==> src/rtl/mcd_pkg.sv <==
package mcd_pkg;
   typedef enum logic [2:0] {
      ST_WAIT    = 3'd0,
      ST_CMD     = 3'd1,
      ST_ADDR_RD = 3'd2,
      ST_ADDR_WR = 3'd3,
      ST_READ    = 3'd4,
      ST_WRITE   = 3'd5,
      ST_IGNORE  = 3'd6
   } mcd_state_e;
endpackage

==> src/rtl/mcd_fsm.sv <==
module mcd_fsm
   import mcd_pkg::*;
#(
   parameter int DATA_W = 8,
   parameter logic [DATA_W-1:0] CMD_READ  = 8'h69,
   parameter logic [DATA_W-1:0] CMD_WRITE = 8'h6C
) (
   input  logic              clk,
   input  logic              rst_n,
   input  logic              bus_reset_i,
   input  logic              rx_valid_i,
   input  logic [DATA_W-1:0] rx_byte_i,
   output mcd_state_e        state_o,
   output logic              load_o
);
   mcd_state_e state_q, state_d;
   logic       take;

   assign take = rx_valid_i && !bus_reset_i;

   always_comb begin
      state_d = state_q;
      if (bus_reset_i) begin
         state_d = ST_CMD;
      end else if (rx_valid_i) begin
         unique case (state_q)
            ST_CMD: begin
               if (rx_byte_i == CMD_READ)       state_d = ST_ADDR_RD;
               else if (rx_byte_i == CMD_WRITE) state_d = ST_ADDR_WR;
               else                             state_d = ST_IGNORE;
            end
            ST_ADDR_RD: state_d = ST_READ;
            ST_ADDR_WR: state_d = ST_WRITE;
            default:    state_d = state_q;
         endcase
      end
   end

   always_ff @(posedge clk or negedge rst_n) begin
      if (!rst_n) state_q <= ST_WAIT;
      else        state_q <= state_d;
   end

   assign state_o = state_q;
   assign load_o  = take && ((state_q == ST_ADDR_RD) || (state_q == ST_ADDR_WR));
endmodule

==> src/rtl/mcd_addr_ctr.sv <==
module mcd_addr_ctr #(
   parameter int ADDR_W = 8,
   parameter int DATA_W = 8
) (
   input  logic              clk,
   input  logic              rst_n,
   input  logic              load_i,
   input  logic [DATA_W-1:0] load_val_i,
   input  logic              inc_i,
   output logic [ADDR_W-1:0] addr_o
);
   logic [ADDR_W-1:0] addr_q;
   logic [ADDR_W-1:0] start;

   generate
      if (ADDR_W == DATA_W) begin : g_full
         assign start = load_val_i;
      end else begin : g_part
         assign start = load_val_i[ADDR_W-1:0];
      end
   endgenerate

   always_ff @(posedge clk or negedge rst_n) begin
      if (!rst_n)      addr_q <= '0;
      else if (load_i) addr_q <= start;
      else if (inc_i)  addr_q <= addr_q + 1'b1;
   end

   assign addr_o = addr_q;
endmodule

==> src/rtl/mcd_rd_stage.sv <==
module mcd_rd_stage (
   input  logic clk,
   input  logic rst_n,
   input  logic in_read_i,
   input  logic addr_change_i,
   output logic ready_o
);
   logic ready_q;

   always_ff @(posedge clk or negedge rst_n) begin
      if (!rst_n) ready_q <= 1'b0;
      else        ready_q <= in_read_i && !addr_change_i;
   end

   assign ready_o = ready_q;
endmodule

==> src/rtl/mem_cmd_decoder.sv <==
module mem_cmd_decoder
   import mcd_pkg::*;
#(
   parameter int ADDR_W = 8,
   parameter int DATA_W = 8,
   parameter logic [DATA_W-1:0] CMD_READ  = 8'h69,
   parameter logic [DATA_W-1:0] CMD_WRITE = 8'h6C
) (
   input  logic              clk,
   input  logic              rst_n,
   input  logic              bus_reset_i,
   input  logic              rx_valid_i,
   input  logic [DATA_W-1:0] rx_byte_i,
   input  logic              tx_req_i,
   output logic              tx_valid_o,
   output logic [DATA_W-1:0] tx_byte_o,
   output logic              rd_active_o,
   output logic              wr_active_o,
   output logic [ADDR_W-1:0] mem_addr_o,
   output logic              mem_we_o,
   output logic [DATA_W-1:0] mem_wdata_o,
   input  logic [DATA_W-1:0] mem_rdata_i
);
   generate
      if (ADDR_W < 1 || ADDR_W > DATA_W) begin : g_bad_addr_w
         $error("ADDR_W must lie between 1 and DATA_W");
      end
      if (CMD_READ == CMD_WRITE) begin : g_bad_cmds
         $error("read and write codes must differ");
      end
   endgenerate

   mcd_state_e state;
   logic       load, ready, consume, inc, in_read, in_write;

   mcd_fsm #(
      .DATA_W   (DATA_W),
      .CMD_READ (CMD_READ),
      .CMD_WRITE(CMD_WRITE)
   ) u_fsm (
      .clk        (clk),
      .rst_n      (rst_n),
      .bus_reset_i(bus_reset_i),
      .rx_valid_i (rx_valid_i),
      .rx_byte_i  (rx_byte_i),
      .state_o    (state),
      .load_o     (load)
   );

   assign in_read  = (state == ST_READ);
   assign in_write = (state == ST_WRITE);

   assign mem_we_o    = in_write && rx_valid_i && !bus_reset_i;
   assign mem_wdata_o = rx_byte_i;
   assign consume     = in_read && ready && tx_req_i && !bus_reset_i;
   assign inc         = consume || mem_we_o;

   mcd_addr_ctr #(
      .ADDR_W(ADDR_W),
      .DATA_W(DATA_W)
   ) u_addr (
      .clk       (clk),
      .rst_n     (rst_n),
      .load_i    (load),
      .load_val_i(rx_byte_i),
      .inc_i     (inc),
      .addr_o    (mem_addr_o)
   );

   mcd_rd_stage u_rd (
      .clk          (clk),
      .rst_n        (rst_n),
      .in_read_i    (in_read && !bus_reset_i),
      .addr_change_i(load || inc),
      .ready_o      (ready)
   );

   assign tx_valid_o  = in_read && ready;
   assign tx_byte_o   = mem_rdata_i;
   assign rd_active_o = in_read;
   assign wr_active_o = in_write;
endmodule

==> config.mk <==
export PLATFORM = sky130hd
export DESIGN_NAME = mem_cmd_decoder
export DESIGN_NICKNAME = d
export VERILOG_FILES = /design/src/rtl/mcd_pkg.sv /design/src/rtl/mcd_fsm.sv /design/src/rtl/mcd_addr_ctr.sv /design/src/rtl/mcd_rd_stage.sv /design/src/rtl/mem_cmd_decoder.sv
export SDC_FILE = /design/constraint.sdc
export NUM_CORES = 1
export LEC_CHECK = 0
export BUFFER_PORTS_ARGS = -buffer_cell sky130_fd_sc_hd__buf_2
export CAP_MARGIN = 20
export CORE_ASPECT_RATIO = 1.4
export CORE_MARGIN = 3
export CORE_UTILIZATION = 35
export CTS_BUF_LIST = sky130_fd_sc_hd__clkbuf_16
export DETAILED_ROUTE_END_ITERATION = 8
export PLACE_DENSITY = 0.65
export REMOVE_ABC_BUFFERS = 1
export SYNTH_ARGS = -nofsm -noshare
export SYNTH_HDL_FRONTEND = slang
export SYNTH_SLANG_ARGS = --single-unit
==> constraint.sdc <==
create_clock -name clk -period 2.35 [get_ports clk]
set_clock_uncertainty 0.05 [all_clocks]
set_input_delay 0.235 -clock clk [delete_from_list [all_inputs] [get_ports clk]]
set_output_delay 0.235 -clock clk [all_outputs]
set_load 0.02 [all_outputs]
==> results.md, run 1 <==
* Leak at 0.468 nW
* Max-slew violations at 0
* Total power at 1.01 mW
* Global-route wire length before repair at 3.33 mm
* Initial Util at 37.3%
* Clock-pin slew on the worst setup and hold paths at 0.04 ns
* Data required, critical path at 2.07 ns
* Final WL at 2.00 mm
* Distinct cell type count after synthesis at 35
* Yosys synthesis warning count at 0
* Worst VDD drop at 550 uV
* Synth Instances at 93
* Gr ovfl total at 0
* CTS Sinks at 12
* Hold Violations, Final at 0
* Util after Layout at 43.9%
* GRT Total Usage at 13.4%
* Async S/R FF share, synth at 100%
* Clk root buf: clkbuf_16
* Port bufs at 32
* Worst r2r dst: u_addr.addr_o[6]
* Clk buf depth at 2
* Die area at 3260 um^2
* EDFF count, synth at 0
* Status: finished clean
* Final #Nets at 136
* Drt initial violations at 11
* Final setup vio count at 0
* # H-tree levels at 1
* RSZ-0062 raised after global routing: no
* Slew @ Worst Pin at 0.468 ns
* Total length of routed met2 wires at 975 um
* Cells resized by post-CTS repair at 0
* Top layer in use: met4
* DRT met1 WL at 852 um
* R2R Setup Slk at 0.67 ns
* Layout cells sized above 1 at 39.8%
* Critical Path End Type: primary output
* Hold WC Path Type: in -> reg
* Largest net degree at the start of global routing at 13
* Post-synthesis sequential area ratio at 33.0%
* Crit path launch type: flop
* Routed vias at 707
* Mapped cell area at 911 um^2
* Crit path time final at 1.75 ns
* FF+latch count, synth at 12
* Core Area at 2440 um^2
* Detail Route Antenna Nets at 0
* Crit-path max FO at 10
* FMAX at 0.572 GHz
* Die W at 49.1 um
* DRC at 0
* WL met3 at 136 um
* Average size of a mapped cell at 9.79 um^2
* Top FF cell, synth: dfrtp_1
* P&R area growth vs syn at 17.9%
* Worst hold path depth at 3
* Max Cap Viol at 0
* Fin Setup TNS at 0 ns
* Origin of the worst min-delay path: rx_byte_i[4]
* Worst EP arrival at 1.46 ns
* Type of the worst setup path: reg -> out
* Initial antenna violation count at 0
* Placer congestion estimate at 0.768
* Crit share post-route at 74.4%
* Worst-skew pair later-pin latency at 0.24 ns
* Initial DRT Pass Iterations at 4
* CTS tree: done
* Top Ports at 49
* Critical Path Start: u_fsm.state_o[1]
* Dpl hpwl at 1.56 mm
* Reg2reg start: u_fsm.state_o[1]
* CTS Buf Count at 3
* R2R depth at 4
* Pwr Density at 943 nW/um^2
* Vias per inst at 4.81
* # diodes at 0
* Vias in the first global route at 731
* Rows at 21
* Hold Path Sink: u_addr.addr_o[4]
* Die height at 66.4 um
* Slew headroom at 68.4%
* Routed len/inst at 13.6 um
==> cell families after synthesis <==
| group | after synthesis | synth area share, % |
|---|---|---|
| compound gates | 19 | 17.0 |
| xor+xnor | 8 | 7.69 |
| fa+ha+maj | 1 | 1.37 |
| buf+inv | 18 | 15.0 |
| flops | 12 | 33.0 |
| mux | 1 | 1.24 |
| simple gates | 34 | 24.7 |
==> cells in the mapped netlist, types with 2 or more instances <==
cell type,instances,area (um^2)
a211oi_1,2,15.0
a21oi_1,2,10.0
buf_4,16,120
dfrtp_1,12,300
nand2_1,9,33.8
nand2b_1,3,18.8
nand3_1,3,15.0
nand4bb_1,2,22.5
nor2_1,4,15.0
nor3b_1,3,22.5
o21ai_1,7,35.0
xnor2_1,6,52.6
xor2_1,2,17.5
==> layout make-up <==
type	count	area, um^2
Sequential cell	12	300
Fill cell	242	1370
Clock inverter	1	3.75
Multi-Input combinational cell	63	474
Tap cell	34	42.5
Timing Repair Buffer	34	178
Clock buffer	3	75.1
==> routing by layer <==
layer | track usage [%] | vias up
met4 | 7.47 | 0
met5 | 0 | -
li1 | - | 356
met2 | 21.1 | 34
met1 | 15.1 | 314
met3 | 5.42 | 3
==> worst max-delay path, cell delays in order, from the launching register on <==
cell and delay [ns]:
dfrtp_1 0.46, or3b_4 0.47, nor2_1 0.12, buf_2 0.17
==> power breakdown <==
part	switching, mW	internal [mW]	total, mW
registers	0.0872	0.271	0.358
logic	0.195	0.143	0.339
clock network	0.0915	0.224	0.316
==> flip-flops by register name, summed over array words and instances (netlist names) <==
name           count
u_addr.addr_o      8
u_fsm.state_o      3
u_rd.ready_o       1
==> how the worst max path moves through the flow <==
| stage | to | slack (ns) | cells after the start |
|---|---|---|---|
| 2_1_floorplan | u_addr.addr_o[6] | 0.66 | 3 |
| 3_3_place_gp | u_addr.addr_o[6] | 0.72 | 4 |
| 3_5_place_dp | u_addr.addr_o[6] | 0.69 | 4 |
| 4_1_cts | mem_we_o | 0.60 | 3 |
| 5_1_grt | mem_we_o | 0.52 | 3 |
| 6_report | mem_we_o | 0.60 | 3 |
==> cells in the final DEF (no fill, tap or decap), types with 2 or more instances in the layout <==
| cell type | count |
|---|---|
| a21oi_1 | 2 |
| buf_2 | 32 |
| nand2_1 | 9 |
| dfrtp_1 | 12 |
| xor2_1 | 2 |
| nor2_1 | 4 |
| a211oi_1 | 2 |
| nand3_1 | 3 |
| nor3b_1 | 3 |
| clkbuf_16 | 3 |
| nand4bb_1 | 2 |
| nand2b_1 | 3 |
| o21ai_1 | 7 |
| xnor2_1 | 6 |
==> metrics by stage <==
| stage | std cells | setup slack, ns | hold slack, ns | instance area [um^2] |
|---|---|---|---|---|
| final | 147 | 0.602 | 0.176 | 1070 |
| after global routing | 147 | 0.525 | 0.204 | 1070 |
| after CTS | 147 | 0.601 | 0.174 | 1070 |
| after detailed placement | 142 | 0.687 | 0.0858 | 985 |
| after global placement | 142 | 0.720 | 0.0760 | 985 |
| after floorplan | 75 | 0.656 | -0.111 | 774 |
==> what timing repair did <==
item                      CTS  global route
hold endpoints to repair   12             0
hold buffers                1             0
setup buffers               0             0
Note: power is estimated with default switching activity, not from simulation.
==> run 2: changes to the inputs <==
==> constraint.sdc (replaced) <==
create_clock -name clk -period 1.7 [get_ports clk]
set_clock_uncertainty 0.05 [all_clocks]
set_input_delay 0.17 -clock clk [delete_from_list [all_inputs] [get_ports clk]]
set_output_delay 0.17 -clock clk [all_outputs]
set_load 0.02 [all_outputs]
==> results.md, run 2 (synthesis results as in run 1) <==
* Status: finished clean
* CTS Sinks at 12 (unchanged)
* Layout cells sized above 1 at 44.3% (+4.5 points)
* Most common cell after layout, fill and taps aside: buf_2
* Clk buf depth at 2 (unchanged)
* Crit-path slowest cell: dfrtp_2
* Clock-pin slew on the worst setup and hold paths at 0.04 ns (about the same)
* Gr ovfl total at 0 (unchanged)
* Max incr delay on CP at 0.44 ns (-0.03 ns)
* Critical path cell sequence: nand3b_4 > a2111oi_4 > xor2_1 > mux2_2
* Routed len/inst at 14.2 um (+4.5%)
* Final #Nets at 138 (+1.5%)
* Dpl hpwl at 1.60 mm (+2.4%)
* Worst-skew pair later-pin latency at 0.24 ns (about the same)
* Place WS at 0.0454 ns (-0.642 ns)
* # H-tree levels at 1 (unchanged)
* Die W at 49.1 um (unchanged)
* Reg2reg start: u_fsm.state_o[0]
* Clk root buf: clkbuf_16
* Core Area at 2440 um^2 (unchanged)
* # diodes at 0 (unchanged)
* Initial Util at 37.3% (unchanged)
* Global-route wire length before repair at 3.42 mm (+2.5%)
* Post-CTS Setup Bufs at 0 (unchanged)
* Slew @ Worst Pin at 0.469 ns (+0.000939 ns)
* FMAX at 0.618 GHz
* Total length of routed met2 wires at 1.09 mm (+12%)
* Die area at 3260 um^2 (unchanged)
* R2R Setup Slk at 0.08 ns (-0.59 ns)
* Final Cell Area at 1090 um^2 (+2.0%)
* Initial antenna violation count at 0 (unchanged)
* Die height at 66.4 um (unchanged)
* Placer congestion estimate at 0.815 (+6.1%)
* GRT Total Usage at 14.1% (+0.78 points)
* Origin of the worst min-delay path: rx_byte_i[4]
* Largest net degree at the start of global routing at 13 (unchanged)
* Max Cap Viol at 0 (unchanged)
* Hold WC Path Type: in -> reg
* R2R depth at 4 (unchanged)
* Pwr Density at 1300 nW/um^2 (+38%)
* Final setup vio count at 0 (unchanged)
* DRT met1 WL at 806 um (-5.4%)
* RSZ-0062 raised after global routing: yes
* Top layer in use: met4
* Type of the worst setup path: reg -> reg
* CTS tree: done
* Routed vias at 729 (+3.1%)
* P&R area growth vs syn at 20.2%
* Drt initial violations at 22 (+11)
* CTS Buf Count at 3 (unchanged)
* Final WL at 2.12 mm (+5.9%)
* Vias per inst at 4.89 (+1.7%)
* Top Ports at 49 (unchanged)
* Worst hold path depth at 3 (unchanged)
* Placed Area at 1000 um^2 (+1.5%)
* Post-route setup slack at 0.0817 ns (-0.520 ns)
* Crit path time final at 1.62 ns
* Port bufs at 32 (unchanged)
* Worst r2r dst: u_addr.addr_o[6]
* Critical Path End Type: flop
* Crit path launch type: flop
* Crit-path max FO at 8 (-2)
* Hold Violations, Final at 0 (unchanged)
* Max-slew violations at 0 (unchanged)
* Hold Path Sink: u_addr.addr_o[4]
* Final hold slack at 0.116 ns (-0.0597 ns)
* Slew headroom at 68.3% (about the same)
* Detail Route Antenna Nets at 0 (unchanged)
* Fin Setup TNS at 0 ns (unchanged)
* Largest register FFs at 8 (unchanged)
* Initial DRT Pass Iterations at 4 (unchanged)
* Vias in the first global route at 710 (-2.9%)
* Critical Path Start: u_fsm.state_o[0]
* Rows at 21 (unchanged)
* Worst EP arrival at 1.70 ns (+0.24 ns)
* Data required, critical path at 1.78 ns (-0.29 ns)
* DRC at 0 (unchanged)
* WL met3 at 174 um (+28%)
* Crit share post-route at 95.2%
* Most frequent cells in the layout: buf_2 (32), nand2_1 (9), dfrtp_1 (9)
* Leak at 0.474 nW (+1.2%)
* Worst VDD drop at 805 uV (+47%)
## run 2: changes by cell type in the layout (fill, tap and decap cells not counted)
cell / before / now
dfrtp_1: 12 / 9
dfrtp_2: 0 / 3
buf_4: 1 / 3
ha_1: 1 / 0
ha_2: 0 / 1
## run 2: metrics by stage
step	power [mW]	util, %	std cells
floorplan	0.774	-	75
global placement	0.968	40.9	144
detailed placement	0.974	40.9	144
CTS	1.43	44.5	149
global route	1.52	44.8	149
finish	1.42	44.8	149
## run 2: area by class of cell
class	instances	area [um^2]
clock buffer	3	75.1
clock inverter	1	3.75
tap	34	42.5
timing repair buffer	36	193
fill	249	1350
sequential	12	304
multi-input combinational	63	477
## run 2: layer usage
layer	global-route usage, %	up-vias
li1	-	359
met1	15.0	328
met2	23.8	38
met4	7.47	0
met5	0	-
met3	5.64	4
## run 2: power by group
part	internal, mW	switching, mW	total (mW)
clock network	0.310	0.127	0.437
registers	0.378	0.123	0.501
logic	0.206	0.280	0.486
## run 2: worst max-delay path: cells and delay by family, from the launching register on
kind / cells / cell delay [ns]
multiplexers: 1 / 0.27
AO/OA/AOI/OAI: 1 / 0.39
AND/OR/NAND/NOR: 1 / 0.24
XOR/XNOR: 1 / 0.12
flip-flops: 1 / 0.44
## run 2: worst max-delay path by stage
stage                       end  slack (ns)  cells after the start
2_1_floorplan  u_addr.addr_o[6]       0.006                      3
3_3_place_gp   u_addr.addr_o[6]         0.1                      4
3_5_place_dp   u_addr.addr_o[6]        0.05                      4
4_1_cts        u_addr.addr_o[6]        0.03                      4
5_1_grt              tx_valid_o       -0.02                      4
6_report       u_addr.addr_o[6]        0.08                      4
## run 2: timing repair
action,in CTS,in global routing
endpoints found under the hold margin,12,0
resized for setup,0,4
hold buffers,1,0
endpoints found under the setup margin,0,3
==> run 3: changes to the inputs <==
--- a/config.mk
+++ b/config.mk
@@ -7,12 +7,14 @@
 export LEC_CHECK = 0
 export BUFFER_PORTS_ARGS = -buffer_cell sky130_fd_sc_hd__buf_2
 export CAP_MARGIN = 20
+export CELL_PAD_IN_SITES_DETAIL_PLACEMENT = 1
+export CELL_PAD_IN_SITES_GLOBAL_PLACEMENT = 1
 export CORE_ASPECT_RATIO = 1.4
 export CORE_MARGIN = 3
-export CORE_UTILIZATION = 35
+export CORE_UTILIZATION = 31
 export CTS_BUF_LIST = sky130_fd_sc_hd__clkbuf_16
 export DETAILED_ROUTE_END_ITERATION = 8
-export PLACE_DENSITY = 0.65
+export PLACE_DENSITY_LB_ADDON = 0.1
 export REMOVE_ABC_BUFFERS = 1
 export SYNTH_ARGS = -nofsm -noshare
 export SYNTH_HDL_FRONTEND = slang
==> results.md, run 3 (synthesis results as in run 1) <==
* Worst-skew pair later-pin latency at 0.24 ns (about the same)
* RSZ-0062 raised after global routing: no
* Type of the worst setup path: reg -> reg
* P&R area growth vs syn at 20.7%
* Largest net degree at the start of global routing at 13 (unchanged)
* Sequential Power Share at 34.1% (-1.1 points)
* Worst VDD drop at 575 uV (-29%)
* Max Cap Viol at 0 (unchanged)
* Clk root buf: clkbuf_16
* Clock-pin slew on the worst setup and hold paths at 0.04 ns (about the same)
* Dpl hpwl at 1.94 mm (+21%)
* Drt initial violations at 9 (-59%)
* Post-CTS Setup Bufs at 0 (unchanged)
* Port bufs at 32 (unchanged)
* Hold WC Path Type: in -> reg
* Crit-path slowest cell: dfrtp_1
* Vias in the first global route at 845 (+19%)
* Status: finished clean
* Hold Violations, Final at 0 (unchanged)
* Top layer in use: met4
* Clk buf depth at 2 (unchanged)
* Layout cells sized above 1 at 42.6% (-1.7 points)
* Place WS at 0.0892 ns (+0.0438 ns)
* # diodes at 0 (unchanged)
* Initial antenna violation count at 0 (unchanged)
* FMAX at 0.618 GHz (about the same)
* Clock group share of total power at 29.8% (-0.9 points)
* Util after Layout at 40.4% (-4.4 points)
* Slew @ Worst Pin at 0.496 ns (+0.0274 ns)
* Routed len/inst at 16.0 um (+13%)
* Critical path cell sequence: nand3b_4 > a2111oi_4 > xor2_1 > mux2_2
* Combinational fraction of design power at 36.2% (+2.1 points)
* Post-route setup slack at 0.0808 ns (-0.000855 ns)
* CTS tree: done
* Leak at 0.483 nW (+1.9%)
* DRC at 0 (unchanged)
* Die height at 70.1 um (+5.7%)
* Pwr Density at 1290 nW/um^2 (-0.95%)
* Core Area at 2730 um^2 (+12%)
* WL met3 at 184 um (+5.7%)
* GRT Total Usage at 15.3% (+1.2 points)
* Fin Setup TNS at 0 ns (unchanged)
* Detail Route Antenna Nets at 0 (unchanged)
* CP delay by family, top: flip-flops
* Total length of routed met2 wires at 1.19 mm (+9.5%)
* Gr ovfl total at 0 (unchanged)
* Switching Share at 36.5% (-0.69 points)
* Routed vias at 756 (+3.7%)
* Internal power at 0.900 mW (+0.60%)
* Placer congestion estimate at 0.750 (-8.0%)
* Critical Path End Type: flop
* Initial Util at 33.4% (-3.9 points)
* Top Ports at 49 (unchanged)
* Final WL at 2.42 mm (+14%)
* Total power at 1.42 mW (-0.50%)
* Crit-path max FO at 8 (unchanged)
* DRT met1 WL at 960 um (+19%)
* Final setup vio count at 0 (unchanged)
* Max-slew violations at 0 (unchanged)
* Final hold slack at 0.140 ns (+0.0235 ns)
* Global-route wire length before repair at 4.17 mm (+22%)
* Rows at 22 (+4.8%)
* Initial DRT Pass Iterations at 3 (-1)
* CTS Buf Count at 3 (unchanged)
* Crit path time final at 1.62 ns (+0.000855 ns)
* Die area at 3630 um^2 (+11%)
* Most common cell after layout, fill and taps aside: buf_2
* Slew headroom at 66.5% (-1.9 points)
* Crit path launch type: flop
* Buffers & Inverters on Critical Path at 0 (unchanged)
* Worst EP arrival at 1.69 ns (about the same)
* Die W at 51.8 um (+5.5%)
* CTS Sinks at 12 (unchanged)
* Data required, critical path at 1.77 ns (about the same)
* # H-tree levels at 1 (unchanged)
* Final #Nets at 139 (+0.72%)
* Largest register FFs at 8 (unchanged)
* Most frequent cells in the layout: buf_2 (32), dfrtp_1 (12), nand2_1 (9)
* Vias per inst at 5.01 (+2.3%)
* Crit share post-route at 95.2% (about the same)
* Max incr delay on CP at 0.45 ns (about the same)
* Switch Pwr at 0.518 mW (-2.4%)
run 3: cell count changes in the layout (fill, tap and decap cells not counted):
cell	delta
dfrtp_2	-3
dfrtp_1	+3
ha_2	-1
clkinv_1	-1
buf_4	+1
nor3b_1	-1
ha_1	+1
nor3b_2	+1
run 3: final cells by class:
cell class	count	area (um^2)
sequential	12	300
multi-input combinational	63	479
fill	322	1630
tap	36	45.0
timing repair buffer	37	200
clock buffer	3	75.1
run 3: worst reg2reg max path, stage by stage, from the launching register on:
cell and delay, ns:
dfrtp_1 0.45, nand3b_4 0.26, a2111oi_4 0.39, xor2_1 0.10
mux2_2 0.26
run 3: through the flow:
stage                     instances  instance area [um^2]
final                           151                  1100
after floorplan                  75                   774
after CTS                       151                  1090
after detailed placement        147                  1010
after global routing            151                  1100
after global placement          147                  1010
run 3: power by group through the flow:
stage          clock (mW)  sequential [mW]  combinational, mW
6_report            0.422            0.483              0.512
5_1_grt             0.450            0.508              0.567
4_1_cts             0.432            0.487              0.522
3_5_place_dp            0            0.489              0.517
3_3_place_gp            0            0.491              0.514
2_1_floorplan           0            0.576              0.198
run 3: worst paths after layout:
check / start / to / slack, ns / cells past startpoint
max: u_fsm.state_o[0] / u_addr.addr_o[6] / 0.08 / 4
min: rx_byte_i[3] / u_addr.addr_o[3] / 0.14 / 3
max reg2reg: u_fsm.state_o[0] / u_addr.addr_o[6] / 0.08 / 4
min reg2reg: u_addr.addr_o[7] / u_addr.addr_o[7] / 0.54 / 2
max in group asynchronous: rst_n / u_addr.addr_o[3] / 1.06 / 2
min in group asynchronous: rst_n / u_fsm.state_o[2] / 0.30 / 2
run 3: per-layer routing:
metal  up-vias  global-route usage [%]
met4         0                    7.58
met1       348                    18.8
li1        360                       -
met3         7                    5.76
met5         -                       0
met2        41                    23.1
run 3: what timing repair did:
| action | in CTS | in global routing |
|---|---|---|
| resized for setup | 0 | 1 |
| setup endpoints to repair | 0 | 2 |
| hold endpoints to repair | 12 | 0 |
| hold buffers | 1 | 0 |
